### src/rtl/bp_pkg.sv
package bp_pkg;

    localparam int MAX_MCYC = 2;

    localparam logic [3:0] OP_CLR_C   = 4'd0;
    localparam logic [3:0] OP_SET_C   = 4'd1;
    localparam logic [3:0] OP_INV_C   = 4'd2;
    localparam logic [3:0] OP_CLR_B   = 4'd3;
    localparam logic [3:0] OP_SET_B   = 4'd4;
    localparam logic [3:0] OP_INV_B   = 4'd5;
    localparam logic [3:0] OP_AND_B   = 4'd6;
    localparam logic [3:0] OP_AND_NB  = 4'd7;
    localparam logic [3:0] OP_OR_B    = 4'd8;
    localparam logic [3:0] OP_OR_NB   = 4'd9;
    localparam logic [3:0] OP_B_TO_C  = 4'd10;
    localparam logic [3:0] OP_C_TO_B  = 4'd11;

    typedef enum logic [2:0] {
        ST_IDLE,
        ST_READ,
        ST_CAPTURE,
        ST_WRITE,
        ST_WAIT,
        ST_DONE
    } bp_state_e;

    function automatic logic op_reads_bit(input logic [3:0] code);
        return (code >= OP_CLR_B) && (code <= OP_C_TO_B);
    endfunction

    function automatic logic op_writes_bit(input logic [3:0] code);
        return (code == OP_CLR_B) || (code == OP_SET_B) ||
               (code == OP_INV_B) || (code == OP_C_TO_B);
    endfunction

    function automatic logic op_writes_carry(input logic [3:0] code);
        return (code <= OP_INV_C) ||
               ((code >= OP_AND_B) && (code <= OP_B_TO_C));
    endfunction

    function automatic int unsigned op_mcycles(input logic [3:0] code);
        if (((code >= OP_AND_B) && (code <= OP_OR_NB)) || (code == OP_C_TO_B))
            return 2;
        return 1;
    endfunction

endpackage

### src/rtl/bp_addr_map.sv
module bp_addr_map #(
    parameter logic [7:0] RAM_BASE = 8'h20
) (
    input  logic [7:0] bit_addr,
    output logic [7:0] byte_addr,
    output logic [2:0] bit_idx
);
    localparam int WIN_BYTES = 16;

    always_comb begin
        bit_idx = bit_addr[2:0];
        if (bit_addr[7]) begin
            byte_addr = {bit_addr[7:3], 3'b000};
        end else begin
            byte_addr = RAM_BASE + {4'b0000, bit_addr[6:3]};
        end
    end

    always_comb begin
        if (!bit_addr[7]) begin
            assert (byte_addr - RAM_BASE < 8'(WIN_BYTES))
                else $error("AST_RAM_WINDOW");
        end
    end
endmodule

### src/rtl/bp_cycle_timer.sv
module bp_cycle_timer #(
    parameter int CW = 5
) (
    input  logic          clk,
    input  logic          rst_n,
    input  logic          load,
    input  logic [CW-1:0] target,
    input  logic          run,
    output logic          last
);
    logic [CW-1:0] cnt;
    logic [CW-1:0] tgt;

    always_ff @(posedge clk or negedge rst_n) begin
        if (!rst_n) begin
            cnt <= '0;
            tgt <= '0;
        end else if (load) begin
            cnt <= CW'(1);
            tgt <= target;
        end else if (run) begin
            cnt <= cnt + CW'(1);
        end else begin
            cnt <= '0;
        end
    end

    assign last = run && (cnt == tgt - CW'(1));

    AST_CNT_BOUND: assert property (@(posedge clk) disable iff (!rst_n)
        run |-> (cnt <= tgt));
endmodule

### src/rtl/bp_bit_alu.sv
module bp_bit_alu
    import bp_pkg::*;
(
    input  logic [3:0] op,
    input  logic       carry,
    input  logic [7:0] byte_in,
    input  logic [2:0] idx,
    output logic       carry_new,
    output logic [7:0] byte_out
);
    logic b;

    always_comb begin
        b = byte_in[idx];
        unique case (op)
            OP_CLR_C:  carry_new = 1'b0;
            OP_SET_C:  carry_new = 1'b1;
            OP_INV_C:  carry_new = ~carry;
            OP_AND_B:  carry_new = carry & b;
            OP_AND_NB: carry_new = carry & ~b;
            OP_OR_B:   carry_new = carry | b;
            OP_OR_NB:  carry_new = carry | ~b;
            OP_B_TO_C: carry_new = b;
            default:   carry_new = carry;
        endcase
    end

    always_comb begin
        byte_out = byte_in;
        unique case (op)
            OP_CLR_B:  byte_out[idx] = 1'b0;
            OP_SET_B:  byte_out[idx] = 1'b1;
            OP_INV_B:  byte_out[idx] = ~b;
            OP_C_TO_B: byte_out[idx] = carry;
            default:   byte_out = byte_in;
        endcase
    end
endmodule

### src/rtl/bit_proc.sv
module bit_proc
    import bp_pkg::*;
#(
    parameter int         MC_CLKS  = 12,
    parameter logic [7:0] RAM_BASE = 8'h20
) (
    input  logic       clk,
    input  logic       rst_n,
    input  logic       start,
    input  logic [3:0] op,
    input  logic [7:0] bit_addr,
    input  logic       carry_in,
    output logic       busy,
    output logic       done,
    output logic       carry_out,
    output logic       carry_wr,
    output logic       rd_en,
    output logic [7:0] rd_addr,
    input  logic [7:0] rd_data,
    output logic       wr_en,
    output logic [7:0] wr_addr,
    output logic [7:0] wr_data
);
    localparam int CW = $clog2(MAX_MCYC * MC_CLKS + 1);

    bp_state_e  state, state_nx;
    logic [3:0] op_q;
    logic       carry_q;
    logic [7:0] baddr_q;
    logic [2:0] idx_q;
    logic [7:0] byte_q;

    logic [7:0] map_addr;
    logic [2:0] map_idx;
    logic       accept;
    logic       t_last;
    logic [CW-1:0] t_target;
    logic       alu_carry;
    logic [7:0] alu_byte;

    bp_addr_map #(.RAM_BASE(RAM_BASE)) u_map (
        .bit_addr (bit_addr),
        .byte_addr(map_addr),
        .bit_idx  (map_idx)
    );

    assign accept   = (state == ST_IDLE) && start;
    assign t_target = CW'(op_mcycles(op) * MC_CLKS);

    bp_cycle_timer #(.CW(CW)) u_timer (
        .clk   (clk),
        .rst_n (rst_n),
        .load  (accept),
        .target(t_target),
        .run   (state != ST_IDLE),
        .last  (t_last)
    );

    bp_bit_alu u_alu (
        .op       (op_q),
        .carry    (carry_q),
        .byte_in  (byte_q),
        .idx      (idx_q),
        .carry_new(alu_carry),
        .byte_out (alu_byte)
    );

    // state register
    always_ff @(posedge clk or negedge rst_n) begin
        if (!rst_n) state <= ST_IDLE;
        else        state <= state_nx;
    end

    // next-state logic
    always_comb begin
        state_nx = state;
        unique case (state)
            ST_IDLE:    if (start) state_nx = op_reads_bit(op) ? ST_READ : ST_WAIT;
            ST_READ:    state_nx = ST_CAPTURE;
            ST_CAPTURE: state_nx = op_writes_bit(op_q) ? ST_WRITE : ST_WAIT;
            ST_WRITE:   state_nx = ST_WAIT;
            ST_WAIT:    if (t_last) state_nx = ST_DONE;
            ST_DONE:    state_nx = ST_IDLE;
            default:    state_nx = ST_IDLE;
        endcase
    end

    // operand and result registers
    always_ff @(posedge clk or negedge rst_n) begin
        if (!rst_n) begin
            op_q      <= '0;
            carry_q   <= 1'b0;
            baddr_q   <= '0;
            idx_q     <= '0;
            byte_q    <= '0;
            carry_out <= 1'b0;
        end else begin
            if (accept) begin
                op_q    <= op;
                carry_q <= carry_in;
                baddr_q <= map_addr;
                idx_q   <= map_idx;
            end
            if (state == ST_CAPTURE) byte_q <= rd_data;
            if ((state == ST_WAIT) && t_last && op_writes_carry(op_q))
                carry_out <= alu_carry;
        end
    end

    // outputs
    always_comb begin
        busy     = (state != ST_IDLE);
        rd_en    = (state == ST_READ);
        wr_en    = (state == ST_WRITE);
        done     = (state == ST_DONE);
        carry_wr = (state == ST_DONE) && op_writes_carry(op_q);
        rd_addr  = baddr_q;
        wr_addr  = baddr_q;
        wr_data  = alu_byte;
    end

    AST_WR_AFTER_RD: assert property (@(posedge clk) disable iff (!rst_n)
        wr_en |-> $past(rd_en, 2));
    AST_WR_SAME_ADDR: assert property (@(posedge clk) disable iff (!rst_n)
        wr_en |-> (wr_addr == $past(rd_addr, 2)));
    AST_WR_ONE_BIT: assert property (@(posedge clk) disable iff (!rst_n)
        wr_en |-> ($countones(wr_data ^ $past(rd_data)) <= 1));
    AST_RDONLY_NO_WR: assert property (@(posedge clk) disable iff (!rst_n)
        wr_en |-> op_writes_bit(op_q));
    AST_DONE_PULSE: assert property (@(posedge clk) disable iff (!rst_n)
        done |=> !done);
    AST_CARRY_HOLD: assert property (@(posedge clk) disable iff (!rst_n)
        !$stable(carry_out) |-> carry_wr);
    AST_CWR_WITH_DONE: assert property (@(posedge clk) disable iff (!rst_n)
        carry_wr |-> done);
    AST_IDLE_QUIET: assert property (@(posedge clk) disable iff (!rst_n)
        !busy |-> (!rd_en && !wr_en && !done));
endmodule

### config.mk
export PLATFORM = sky130hd
export DESIGN_NAME = bit_proc
export DESIGN_NICKNAME = d
export VERILOG_FILES = /design/src/rtl/bp_pkg.sv /design/src/rtl/bp_addr_map.sv /design/src/rtl/bp_cycle_timer.sv /design/src/rtl/bp_bit_alu.sv /design/src/rtl/bit_proc.sv
export SDC_FILE = /design/constraint.sdc
export NUM_CORES = 1
export LEC_CHECK = 0
export ABC_AREA = 1
export BUFFER_PORTS_ARGS = -buffer_cell sky130_fd_sc_hd__buf_2
export CAP_MARGIN = 30
export CORE_AREA = 2 2 80 82
export DETAILED_ROUTE_END_ITERATION = 10
export DIE_AREA = 0 0 82 84
export PLACE_DENSITY = 0.57
export SLEW_MARGIN = 0
export SYNTH_ARGS = -nofsm -noshare
export SYNTH_HDL_FRONTEND = slang
export SYNTH_SLANG_ARGS = --single-unit
### constraint.sdc
create_clock -name clk -period 1.66 [get_ports clk]
set_clock_uncertainty 0.15 [all_clocks]
set_input_delay 0.249 -clock clk [delete_from_list [all_inputs] [get_ports clk]]
set_output_delay 0.249 -clock clk [all_outputs]
set_load 0.05 [all_outputs]
==> metrics.md <==
| Metric | Value |
|---|---|
| Outcome | `finished, violations left` |
| Failing checks | `negative setup slack` |
| Relative slew slack | `0.681` |
| RSZ-0062 raised after global routing | `true` |
| Final Slew Violations | `0` |
| CTS buffer count | `5` |
| Drt pass-1 iters | `4` |
| Layout Cells excl Fill | `440` |
| Post-route setup slack | `-0.569 ns` |
| Synth top area cells | `dfrtp_1 (44%), nand2_1 (12%), inv_1 (6.7%), o21ai_0 (6.5%), nand3_1 (4.4%)` |
| TNS Setup | `-4.50 ns` |
| Cell Area, Synth | `approximately 2100 µm²` |
| CTS tree | `built` |
| Final core occ | `0.513` |
| WP data arrival | `around 1.8 ns` |
| Post-synth ARST share | `1.00` |
| Crit path kind | `reg -> out` |
| Synth Warn # | `0` |
| Fraction of layout cells with a size suffix above 1 | `0.466` |
| Cells after DPL | `around 420` |
| Mux cell area share after synthesis | `0` |
| Routability cong. | `roughly 0.96` |
| Synth Area in XOR/XNOR | `0.0212` |
| Clock Latency Late Sink | `about 0.29 ns` |
| Die Wd | `~82 µm` |
| Required time of the critical path | `1.26 ns` |
| Synth Area in Adders | `0.0121` |
| Worst-path clk slew | `0.07 ns` |
| Most instantiated cells after synthesis | `nand2_1 (68), inv_1 (37), dfrtp_1 (36)` |
| Largest family of logic cells by synthesized area | `simple AND/OR/NAND/NOR gates` |
| Power per Cell Area | `between 2000 and 2500 nW/µm²` |
| Total global routing overflow | `0` |
| Die Area | `~6900 µm²` |
| Via/cell ratio | `between 4 and 5` |
| Starting Density | `0.339` |
| 1st-iter DRT viols | `between 40 and 50` |
| DRT Wirelength | `between 5 and 6 mm` |
| Core ar. | `slightly above 6000 µm²` |
| Worst-Margin Slew | `0.479 ns` |
| Syn_nets | `295` |
| Final setup viols | `10` |
| Drt wl/cell | `roughly 12 µm` |
| Final Instance Area | `3130 µm²` |
| Vias in the first global route | `1839` |
| Startpoint Class | `flip-flop` |
| Ports | `54` |
| First-pass GRT wire length | `8.11 mm` |
| EDFF count, synth | `0` |
| Total track usage | `0.151` |
| Maximum vdd drop | `1320 µV` |
| Rows | `29` |
| Most common cell in the synthesized netlist | `nand2_1` |
| Period utilization | `1.34` |
| Period minus WS final | `about 2.2 ns` |
| Placed Area | `2660 µm²` |
| Compound-Gate Fraction of Synth Area | `0.148` |
| Antenna violations before repair | `0` |
| Worst setup EP type | `output pin` |
| Worst-path fanout max | `7` |
| Post-DP HPWL | `around 3.7 mm` |
| Cell taking the most area after synthesis | `dfrtp_1` |
| Clk sinks | `36` |
| Via count | `roughly 2000` |
| Area fraction of the dominant cell type after synthesis | `0.436` |
| Max Clk Rate | `between 400 and 500 MHz` |
| Die Ht | `approximately 84 µm` |
| #FFs+latches synth | `36` |
| Total of max-cap violations | `0` |
| Mapped Cells | `approximately 270` |
| # diodes | `0` |
| LEAKAGE | `1.56 nW` |
| Largest net degree at the start of global routing | `37` |
| Final Hold Fails | `0` |
| # nets final | `roughly 390` |
| DRC violations left | `0` |
| Fillers | `a little over 600` |
| CTS max path bufs | `2` |
| Netlist cell types | `33` |
| Seq/Total Area, Yosys | `0.436` |
| IO Port Bufs | `53` |
| Area grow syn2layout | `51.4%` |
| Root Buffer | `clkbuf_8` |
| CTS H-tree depth | `2` |
| Final ANT Viol Nets | `0` |
| Top_reg_cell synth | `dfrtp_1` |
| Syn avg cell area | `between 7 and 8 µm²` |
| Simple-gate portion of the synthesized area | `0.259` |
| Worst hold path type | `in -> reg` |
per-stage QoR:
stage / power [mW] / worst slack [ns] / hold slack, ns
3_3_place_gp: 5.59 / -0.314 / 0.174
6_report: 7.31 / -0.569 / 0.0172
3_5_place_dp: 5.62 / -0.363 / 0.180
5_1_grt: 7.82 / -0.658 / 0.0147
4_1_cts: 6.84 / -0.575 / 0.00470
2_1_floorplan: 4.47 / -0.186 / -0.197
state kept, by name, summed over array words and instances, names as in the netlist:
signal and flops:
rd_addr 8, idx_q 3, op_q 4, carry_out 1, u_timer.tgt 3, u_timer.cnt 5, carry_q 1, byte_q 8
state 3
layout make-up:
type / count / area, µm² / share of cell area
Sequential cell: 36 / 907 / 0.290
Inverter: 40 / 158 / 0.0504
Clock inverter: 3 / 42.5 / 0.0136
Timing Repair Buffer: 99 / 732 / 0.234
Multi-Input combinational cell: 180 / 1120 / 0.359
Tap cell: 77 / 96.3 / 0.0308
Clock buffer: 5 / 68.8 / 0.0220
timing repair:
item / in CTS / in global routing
hold endpoints to repair: 37 / 0
pin swaps: 5 / 17
hold buffers: 2 / 0
endpoints found under the setup margin: 14 / 24
resized for setup: 30 / 56
setup buffers: 4 / 4
where the power goes:
part	internal [mW]	total [mW]	switching, mW	leakage [nW]
clock network	0.444	0.780	0.336	0.0541
logic	1.95	4.92	2.97	1.06
registers	1.27	1.61	0.333	0.438
total	3.67	7.31	3.64	1.56
routing by layer:
metal	GRT usage	wire [µm]	up-vias
met5	0	0	-
met4	0.0697	51	0
met3	0.0260	209	6
met2	0.245	2570	45
met1	0.192	2260	921
li1	-	-	1035
critical path, cell delays in order (launching register included):
cell and delay [ns]:
dfrtp_2 0.47, clkinv_4 0.10, nand2_2 0.05, nand3_2 0.07, nand2_2 0.05, inv_1 0.06
nand2_2 0.07, o21ai_4 0.17, nor2_4 0.06, buf_12 0.15, o21ai_4 0.13, buf_8 0.16
worst paths after layout:
check	start	endpoint	slack (ns)	cells after the start
worst max-delay path	idx_q[0]	wr_data[2]	-0.57	11
worst min-delay path	rd_data[1]	byte_q[1]	0.02	3
worst max register to register	idx_q[0]	carry_out	-0.01	12
worst min register to register	u_timer.tgt[3]	u_timer.tgt[3]	0.33	2
max in group asynchronous	rst_n	op_q[1]	0.62	3
min in group asynchronous	rst_n	byte_q[1]	0.39	3
logic make-up (layout without fill, tap and decap cells):
logic type	count (synthesis)	in the layout
and+or+nand+nor	122	122
buffers and inverters	53	147
AOI/OAI and AO/OA	51	51
DFF	36	36
xor gates and xnor gates	5	5
adders and majority gates	2	2
cell usage in the layout (no fill, tap or decap), types with 2 or more instances in the layout:
master	netlist	routed
inv_1	37	28
xor2_1	3	3
a21oi_1	4	3
nand3_2	1	3
nor2_1	20	13
clkbuf_8	0	5
nor2_4	1	5
o21ai_2	8	3
inv_2	2	10
o21ai_4	0	8
o21ai_1	5	4
nor2_2	1	4
buf_2	2	40
nand3_1	18	15
nand2_2	4	11
o21ai_0	27	25
buf_8	0	4
nand4_1	2	2
nor3_2	1	2
buf_4	9	41
dfrtp_2	0	5
dlygate4sd3_1	0	2
buf_6	2	11
o31ai_1	2	2
dfrtp_1	36	31
nand2_1	68	58
nand2_4	1	3
xnor2_1	2	2
No activity file was read; power rests on OpenSTA's default activity.
